<file path="config.mk">
export PLATFORM = sky130hd
export DESIGN_NAME = mpwm_channel
export DESIGN_NICKNAME = d
export VERILOG_FILES = /design/src/rtl/mpwm_pkg.sv /design/src/rtl/mpwm_prescaler.sv /design/src/rtl/mpwm_timebase.sv /design/src/rtl/mpwm_outstage.sv /design/src/rtl/mpwm_channel.sv
export SDC_FILE = /design/constraint.sdc
export NUM_CORES = 1
export LEC_CHECK = 0
export ABC_AREA = 1
export BUFFER_PORTS_ARGS = -buffer_cell sky130_fd_sc_hd__buf_2
export CORE_UTILIZATION = 56
export CTS_BUF_LIST = sky130_fd_sc_hd__clkbuf_8
export CTS_CLUSTER_SIZE = 24
export DETAILED_ROUTE_END_ITERATION = 10
export HOLD_SLACK_MARGIN = 0.06
export PLACE_DENSITY_LB_ADDON = 0.12
export RECOVER_POWER = 100
export SYNTH_ARGS = -nofsm -noshare
export SYNTH_HDL_FRONTEND = slang
export SYNTH_SLANG_ARGS = --single-unit
</file>
<file path="constraint.sdc">
create_clock -name clk -period 2.53 [get_ports clk]
set_input_delay 0 -clock clk [delete_from_list [all_inputs] [get_ports clk]]
set_output_delay 0 -clock clk [all_outputs]
set_load 0.02 [all_outputs]
</file>
<file path="src/rtl/mpwm_pkg.sv">
package mpwm_pkg;

    typedef enum logic [1:0] {
        ALN_LEAD   = 2'd0,
        ALN_TRAIL  = 2'd1,
        ALN_CENTER = 2'd2,
        ALN_CENT2  = 2'd3
    } align_e;

    function automatic logic is_center(align_e a);
        return (a == ALN_CENTER) || (a == ALN_CENT2);
    endfunction

endpackage

</file>
<file path="src/rtl/mpwm_prescaler.sv">
module mpwm_prescaler #(
    parameter int PS_W = 2
) (
    input  logic            clk,
    input  logic            rst_n,
    input  logic            run,
    input  logic            clr,
    input  logic [PS_W-1:0] sel,
    output logic            tick
);
    localparam int DIV_W = (2 ** PS_W) - 1;

    typedef struct packed {
        logic [DIV_W-1:0] div;
    } ps_state_t;

    ps_state_t        st_d, st_q;
    logic [DIV_W-1:0] lim;
    logic             at_lim;

    always_comb begin
        lim    = DIV_W'((32'd1 << sel) - 32'd1);
        at_lim = (st_q.div >= lim);
        tick   = run && !clr && at_lim;
        st_d   = st_q;
        if (run) begin
            if (clr || at_lim) begin
                st_d.div = '0;
            end else begin
                st_d.div = st_q.div + DIV_W'(1);
            end
        end
    end

    always_ff @(posedge clk) begin
        if (!rst_n) begin
            st_q <= '0;
        end else begin
            st_q <= st_d;
        end
    end

    // two ticks in a row only happen at divide-by-one
    a_r1_tick_spacing: assert property (@(posedge clk) disable iff (!rst_n)
        (tick && $past(tick) && $past(rst_n)) |-> (sel == '0));

endmodule

</file>
<file path="src/rtl/mpwm_timebase.sv">
module mpwm_timebase
    import mpwm_pkg::*;
#(
    parameter int CNT_W = 8
) (
    input  logic             clk,
    input  logic             rst_n,
    input  logic             run,
    input  logic             tick,
    input  logic             en_in,
    input  logic [CNT_W-1:0] per_in,
    input  logic [CNT_W-1:0] duty_in,
    input  logic [1:0]       align_in,
    input  logic [1:0]       dly_in,
    output logic [CNT_W-1:0] cnt,
    output logic             per_zero,
    output logic             en_sh,
    output logic [CNT_W-1:0] per_sh,
    output logic [CNT_W-1:0] duty_sh,
    output align_e           align_sh,
    output logic [1:0]       dly_sh
);
    typedef struct packed {
        logic [CNT_W-1:0] cnt;
        logic             down;
        logic             en;
        logic [CNT_W-1:0] per;
        logic [CNT_W-1:0] duty;
        align_e           align;
        logic [1:0]       dly;
    } tb_state_t;

    tb_state_t st_d, st_q;
    logic      zero_q;
    logic      center;
    logic      top_hit;
    logic      wrap;
    logic      load;

    always_comb begin
        zero_q  = (st_q.per == '0);
        center  = is_center(st_q.align);
        top_hit = !zero_q && (st_q.cnt >= st_q.per - CNT_W'(1));
        wrap    = center ? (st_q.down && st_q.cnt == '0) : top_hit;
        load    = run && (zero_q || (tick && wrap));
        st_d    = st_q;
        if (run) begin
            if (zero_q) begin
                st_d.cnt  = '0;
                st_d.down = 1'b0;
            end else if (tick) begin
                if (wrap) begin
                    st_d.cnt  = '0;
                    st_d.down = 1'b0;
                end else if (!center) begin
                    st_d.cnt = st_q.cnt + CNT_W'(1);
                end else if (!st_q.down) begin
                    if (top_hit) begin
                        st_d.down = 1'b1;
                    end else begin
                        st_d.cnt = st_q.cnt + CNT_W'(1);
                    end
                end else begin
                    st_d.cnt = st_q.cnt - CNT_W'(1);
                end
            end
        end
        if (load) begin
            st_d.en    = en_in;
            st_d.per   = per_in;
            st_d.duty  = duty_in;
            st_d.align = align_e'(align_in);
            st_d.dly   = dly_in;
        end
    end

    always_ff @(posedge clk) begin
        if (!rst_n) begin
            st_q <= '{cnt: '0, down: 1'b0, en: 1'b0, per: '0, duty: '0,
                      align: ALN_LEAD, dly: 2'd0};
        end else begin
            st_q <= st_d;
        end
    end

    assign cnt      = st_q.cnt;
    assign per_zero = zero_q;
    assign en_sh    = st_q.en;
    assign per_sh   = st_q.per;
    assign duty_sh  = st_q.duty;
    assign align_sh = st_q.align;
    assign dly_sh   = st_q.dly;

    // the count stays inside the loaded period
    a_r2_cnt_in_range: assert property (@(posedge clk) disable iff (!rst_n)
        !zero_q |-> (st_q.cnt < st_q.per));

    // shadow duty only moves on a load
    a_r7_shadow_hold: assert property (@(posedge clk) disable iff (!rst_n)
        !load |=> $stable(st_q.duty));

    // counting freezes during stop
    a_r10_cnt_frozen: assert property (@(posedge clk) disable iff (!rst_n)
        !run |=> $stable(st_q.cnt));

    // a zero period holds the count at zero
    a_r9_zero_hold: assert property (@(posedge clk) disable iff (!rst_n)
        (zero_q && run) |=> (st_q.cnt == '0));

endmodule

</file>
<file path="src/rtl/mpwm_outstage.sv">
module mpwm_outstage
    import mpwm_pkg::*;
#(
    parameter int CNT_W = 8
) (
    input  logic             clk,
    input  logic             rst_n,
    input  logic             run,
    input  logic             tick,
    input  logic [CNT_W-1:0] cnt,
    input  logic             per_zero,
    input  logic             en_sh,
    input  logic [CNT_W-1:0] per_sh,
    input  logic [CNT_W-1:0] duty_sh,
    input  align_e           align_sh,
    input  logic [1:0]       dly_sh,
    input  logic             idle_lvl,
    output logic             drive
);
    typedef struct packed {
        logic       level;
        logic [1:0] hold;
        logic       drv;
    } os_state_t;

    os_state_t st_d, st_q;
    logic      raw;
    logic      off;

    always_comb begin
        if (align_sh == ALN_TRAIL) begin
            raw = (duty_sh >= per_sh) || (cnt >= per_sh - duty_sh);
        end else begin
            raw = (cnt < duty_sh);
        end
        off  = !en_sh || per_zero;
        st_d = st_q;
        if (off) begin
            st_d.level = 1'b0;
            st_d.hold  = 2'd0;
        end else if (run) begin
            if (raw) begin
                st_d.level = 1'b1;
                st_d.hold  = 2'd0;
            end else if (st_q.level) begin
                if (st_q.hold >= dly_sh) begin
                    st_d.level = 1'b0;
                end else if (tick) begin
                    st_d.hold = st_q.hold + 2'd1;
                end
            end
        end
        st_d.drv = (!run || off) ? idle_lvl : st_d.level;
    end

    always_ff @(posedge clk) begin
        if (!rst_n) begin
            st_q <= '{level: 1'b0, hold: 2'd0, drv: idle_lvl};
        end else begin
            st_q <= st_d;
        end
    end

    assign drive = st_q.drv;

    // a stop request forces the inactive level on the next clock
    a_r10_stop_idle: assert property (@(posedge clk) disable iff (!rst_n)
        !run |=> (drive == $past(idle_lvl)));

    // a rising compare reaches the output without postponement
    a_r6_rise_direct: assert property (@(posedge clk) disable iff (!rst_n)
        (run && !off && raw) |=> drive);

    // the postponement counter never passes the programmed value
    a_r6_hold_bound: assert property (@(posedge clk) disable iff (!rst_n)
        (!off && !raw && st_q.level) |-> (st_q.hold <= dly_sh));

endmodule

</file>
<file path="src/rtl/mpwm_channel.sv">
module mpwm_channel
    import mpwm_pkg::*;
#(
    parameter int CNT_W = 8,
    parameter int PS_W  = 2
) (
    input  logic             clk,
    input  logic             rst_n,
    input  logic             enable_i,
    input  logic             stop_i,
    input  logic [PS_W-1:0]  presc_i,
    input  logic [CNT_W-1:0] period_i,
    input  logic [CNT_W-1:0] duty_i,
    input  logic [1:0]       align_i,
    input  logic [1:0]       delay_i,
    input  logic             idle_lvl_i,
    output logic             pwm_o
);
    logic             run;
    logic             tick;
    logic [CNT_W-1:0] cnt;
    logic             per_zero;
    logic             en_sh;
    logic [CNT_W-1:0] per_sh;
    logic [CNT_W-1:0] duty_sh;
    align_e           align_sh;
    logic [1:0]       dly_sh;

    assign run = !stop_i;

    mpwm_prescaler #(.PS_W(PS_W)) u_presc (
        .clk   (clk),
        .rst_n (rst_n),
        .run   (run),
        .clr   (per_zero),
        .sel   (presc_i),
        .tick  (tick)
    );

    mpwm_timebase #(.CNT_W(CNT_W)) u_tbase (
        .clk      (clk),
        .rst_n    (rst_n),
        .run      (run),
        .tick     (tick),
        .en_in    (enable_i),
        .per_in   (period_i),
        .duty_in  (duty_i),
        .align_in (align_i),
        .dly_in   (delay_i),
        .cnt      (cnt),
        .per_zero (per_zero),
        .en_sh    (en_sh),
        .per_sh   (per_sh),
        .duty_sh  (duty_sh),
        .align_sh (align_sh),
        .dly_sh   (dly_sh)
    );

    mpwm_outstage #(.CNT_W(CNT_W)) u_out (
        .clk      (clk),
        .rst_n    (rst_n),
        .run      (run),
        .tick     (tick),
        .cnt      (cnt),
        .per_zero (per_zero),
        .en_sh    (en_sh),
        .per_sh   (per_sh),
        .duty_sh  (duty_sh),
        .align_sh (align_sh),
        .dly_sh   (dly_sh),
        .idle_lvl (idle_lvl_i),
        .drive    (pwm_o)
    );

    // the output is idle whenever the loaded period is zero
    a_r9_zero_idle: assert property (@(posedge clk) disable iff (!rst_n)
        (per_zero && $past(rst_n)) |=> (pwm_o == $past(idle_lvl_i)));

endmodule

</file>
==> results.toml <==
[drt]
ant_nets = 0
drt_iter0_drc = 193
drc = 0
first_pass_iters = 5
totalWireLength_um = 9440
vias_per_cell = 5.74
wl_per_cell_um = 17.3
vias = 3126

[status]
failed_checks = "setup timing"
status = "finished, violations left"

[critical_path]
crit_type = "flop to flop"
cpPeakStageDelay_ns = 0.33
path_cells = "inv_1, ha_1, inv_2, nand3_1, nand2_1, nand2_2, nand2_1, a21o_1, nand2_1, nand2_1, a21oi_2, xor2_1, ha_1, nand2_1, nor3b_2, nand2_1, a21oi_2, nand2_2, buf_4, nand3_4, nand3_1, a21oi_1"
crit_family = "simple AND/OR/NAND/NOR gates"
cp_slowest_cell = "dfxtp_1"
crit_top_cell = "nand2_1"
cp_data_required_time_ns = 2.75
crit_fanout = 4
start_kind = "flop"
critPathBufInv = 3
critPathArrivalTime_ns = 3.16
endpoint_kind = "flop"

[clock_tree]
clk_path_buf_depth = 2
htree_levels = 2
cts-buffers-inserted = 5
clk_pin_slew_ns = 0.08
cts-root-buf = "clkbuf_8"
cts_tree = "built"
clk_latency_ns = 0.30
cts.sinks = 37

[place]
dpl_worst_slack_ns = -0.202
gp_congestion = 0.862
dpl_cell_area_mm2 = 0.00320
hpwl_um = 4810
port_buffers = 27

[sta]
rsz0062_at_grt = "true"
finalClockSkew_ns = 0.00625
slew_headroom_pct = 63.0
max_freq_mhz = 341
whs_ns = 0.203
worst_pin_slew_ns = 0.555
setup_viol = 34
period_needed_ns = 2.93
finalCritPeriodShare_pct = 116
hold_viol = 0
finalMaxSlewViolations = 0
setup_ws_ns = -0.404

[finish]
multi_input_area_mm2 = 0.00202
layout-drive-gt1-share_pct = 30.1
area.growth.synth_to_final_pct = 43.4
nets = 545
diodes = 0
seqCellArea_um2 = 748
nFillCells = 276
postLayoutCoreUtil_pct = 83.6
fin_area_mm2 = 0.00398

[hold_path]
hp-class = "primary input to flop"

[job]
maxCapViolations = 0

[floorplan]
die-area_mm2 = 0.00523
io_pins = 28
rows = 25
fp.dieW_um = 72.4
core_mm2 = 0.00475
die_h_um = 72.4
start_util_pct = 58.3

[global_routing]
grt_pass1_wl_um = 13700
globalRoute.totalOverflow = 0
grt_max_degree = 25
grt.total_usage_pct = 34.4
antenna_found_initial = 0
grt_pass1_vias = 2932

[yosys]
synth_top_family_by_area = "simple AND/OR/NAND/NOR gates"
synthDominantCellAreaShare_pct = 26.7
synth.avg_cell_area_um2 = 7.24
ys_async_sr_fraction_pct = 0
synth_cell_type_count = 35
synthAdderAreaFrac_pct = 18.8
synth_nets = 451
synthCells = 383
ys.flop_type = "dfxtp_1"
synth_commonest_cells = "nand2_1, inv_1, a21oi_1"
yosysWarnings = 0
synth.area.top_cells = "dfxtp_1, ha_1, nand2_1, inv_1, a21oi_1"
synth-xor-area-share_pct = 4.42
synth.cell_area_mm2 = 0.00277
yosys.area_share.simple_pct = 24.6
synthMuxAreaShare_pct = 0
yosysMostFrequentCell = "nand2_1"
synth-edff-count = 0
synth-seq-cells = 37
seq_area_frac_synth_pct = 26.7
yosysTopAreaCell = "dfxtp_1"
synth_compound_area_share_pct = 15.7
worst paths after layout:
| path | slack (ns) | depth (start not counted) | endpoint | startpoint |
|---|---|---|---|---|
| hold / removal | 0.20 | 3 | u_tbase.duty_sh[5]$_SDFFE_PN0P_ | rst_n |
| hold reg to reg | 0.49 | 2 | u_tbase.align_sh[0]$_SDFFE_PN0P_ | u_tbase.align_sh[0]$_SDFFE_PN0P_ |
| setup reg to reg | -0.40 | 22 | u_out.st_q[2]$_SDFFE_PP0P_ | u_tbase.per_sh[0]$_SDFFE_PN0P_ |
| setup / recovery | -0.40 | 22 | u_out.st_q[2]$_SDFFE_PP0P_ | u_tbase.per_sh[0]$_SDFFE_PN0P_ |
worst reg2reg max path, stage by stage, from the launching register on:
cell,delay (ns)
dfxtp_1,0.33
inv_1,0.06
ha_1,0.21
inv_2,0.09
nand3_1,0.08
nand2_1,0.11
nand2_2,0.08
nand2_1,0.08
a21o_1,0.14
nand2_1,0.08
nand2_1,0.09
a21oi_2,0.06
xor2_1,0.16
ha_1,0.31
nand2_1,0.06
nor3b_2,0.14
nand2_1,0.08
a21oi_2,0.11
nand2_2,0.08
buf_4,0.14
nand3_4,0.07
nand3_1,0.10
a21oi_1,0.17
per-stage QoR:
step | instances | TNS, ns
4_1_cts | 541 | -1.77
3_3_place_gp | 500 | -0.572
5_1_grt | 545 | -13.16
3_5_place_dp | 500 | -1.07
2_1_floorplan | 383 | -0.0600
6_report | 545 | -8.91
cells in the final DEF (no fill, tap or decap), types with 2 or more instances in the layout:
master,instances
dfxtp_2,3
o21ai_0,14
nor2_4,6
a21o_1,2
nand2_2,10
dfxtp_1,33
inv_1,52
inv_2,7
o21ai_1,17
xnor2_1,4
dlygate4sd3_1,23
nor2_1,15
a211oi_1,2
nand2_8,2
nor2_2,2
nand3_4,3
nand2_1,61
nor3_1,9
or2_2,2
ha_4,3
buf_16,2
buf_4,29
o21ai_2,3
a21oi_1,27
nand3_1,17
buf_2,26
nand4_1,5
xor2_1,9
buf_6,10
clkbuf_8,6
nor3b_2,5
a21oi_2,14
ha_1,37
routing by layer:
metal,GRT usage (%),up-vias,part of all wire [%]
li1,-,1457,-
met3,4.72,55,6.2
met5,0,-,0
met1,41.3,1450,39
met2,59.8,164,49
met4,17.9,0,5.5
what timing repair did:
item                                    in CTS  in global routing
buffers inserted                             6                  8
cloned                                       4                  0
endpoints found under the setup margin      32                 34
hold buffers                                23                  0
hold endpoints to repair                    23                  0
resized for setup                           26                 52
pin swaps                                   15                 23
state kept, by name (all words and copies together) (netlist names):
signal / flops
u_tbase.cnt: 8
u_tbase.duty_sh: 8
u_tbase.per_sh: 8
u_out.st_q: 3
u_presc.st_q: 3
u_tbase.align_sh: 2
u_tbase.dly_sh: 2
u_out.drive: 1
u_tbase.en_sh: 1
u_tbase.st_q: 1
cell type report:
type | instances | area share, %
inverter | 58 | 5.48
clock inverter | 2 | 0.850
clock buffer | 6 | 2.08
multi-input combinational | 282 | 50.9
tap | 67 | 2.11
sequential | 37 | 18.8
timing repair buffer | 93 | 19.7
logic make-up (layout without fill, tap and decap cells):
kind of cell    count (synthesis)  count (layout)
compound gates                 83              83
xor+xnor                       14              14
fa+ha+maj                      41              41
buf+inv                        64             159
flops                          37              37
simple gates                  144             144
Power is not shown: default switching activity piles up to over one toggle a cycle in this logic, so the estimate is an artifact.
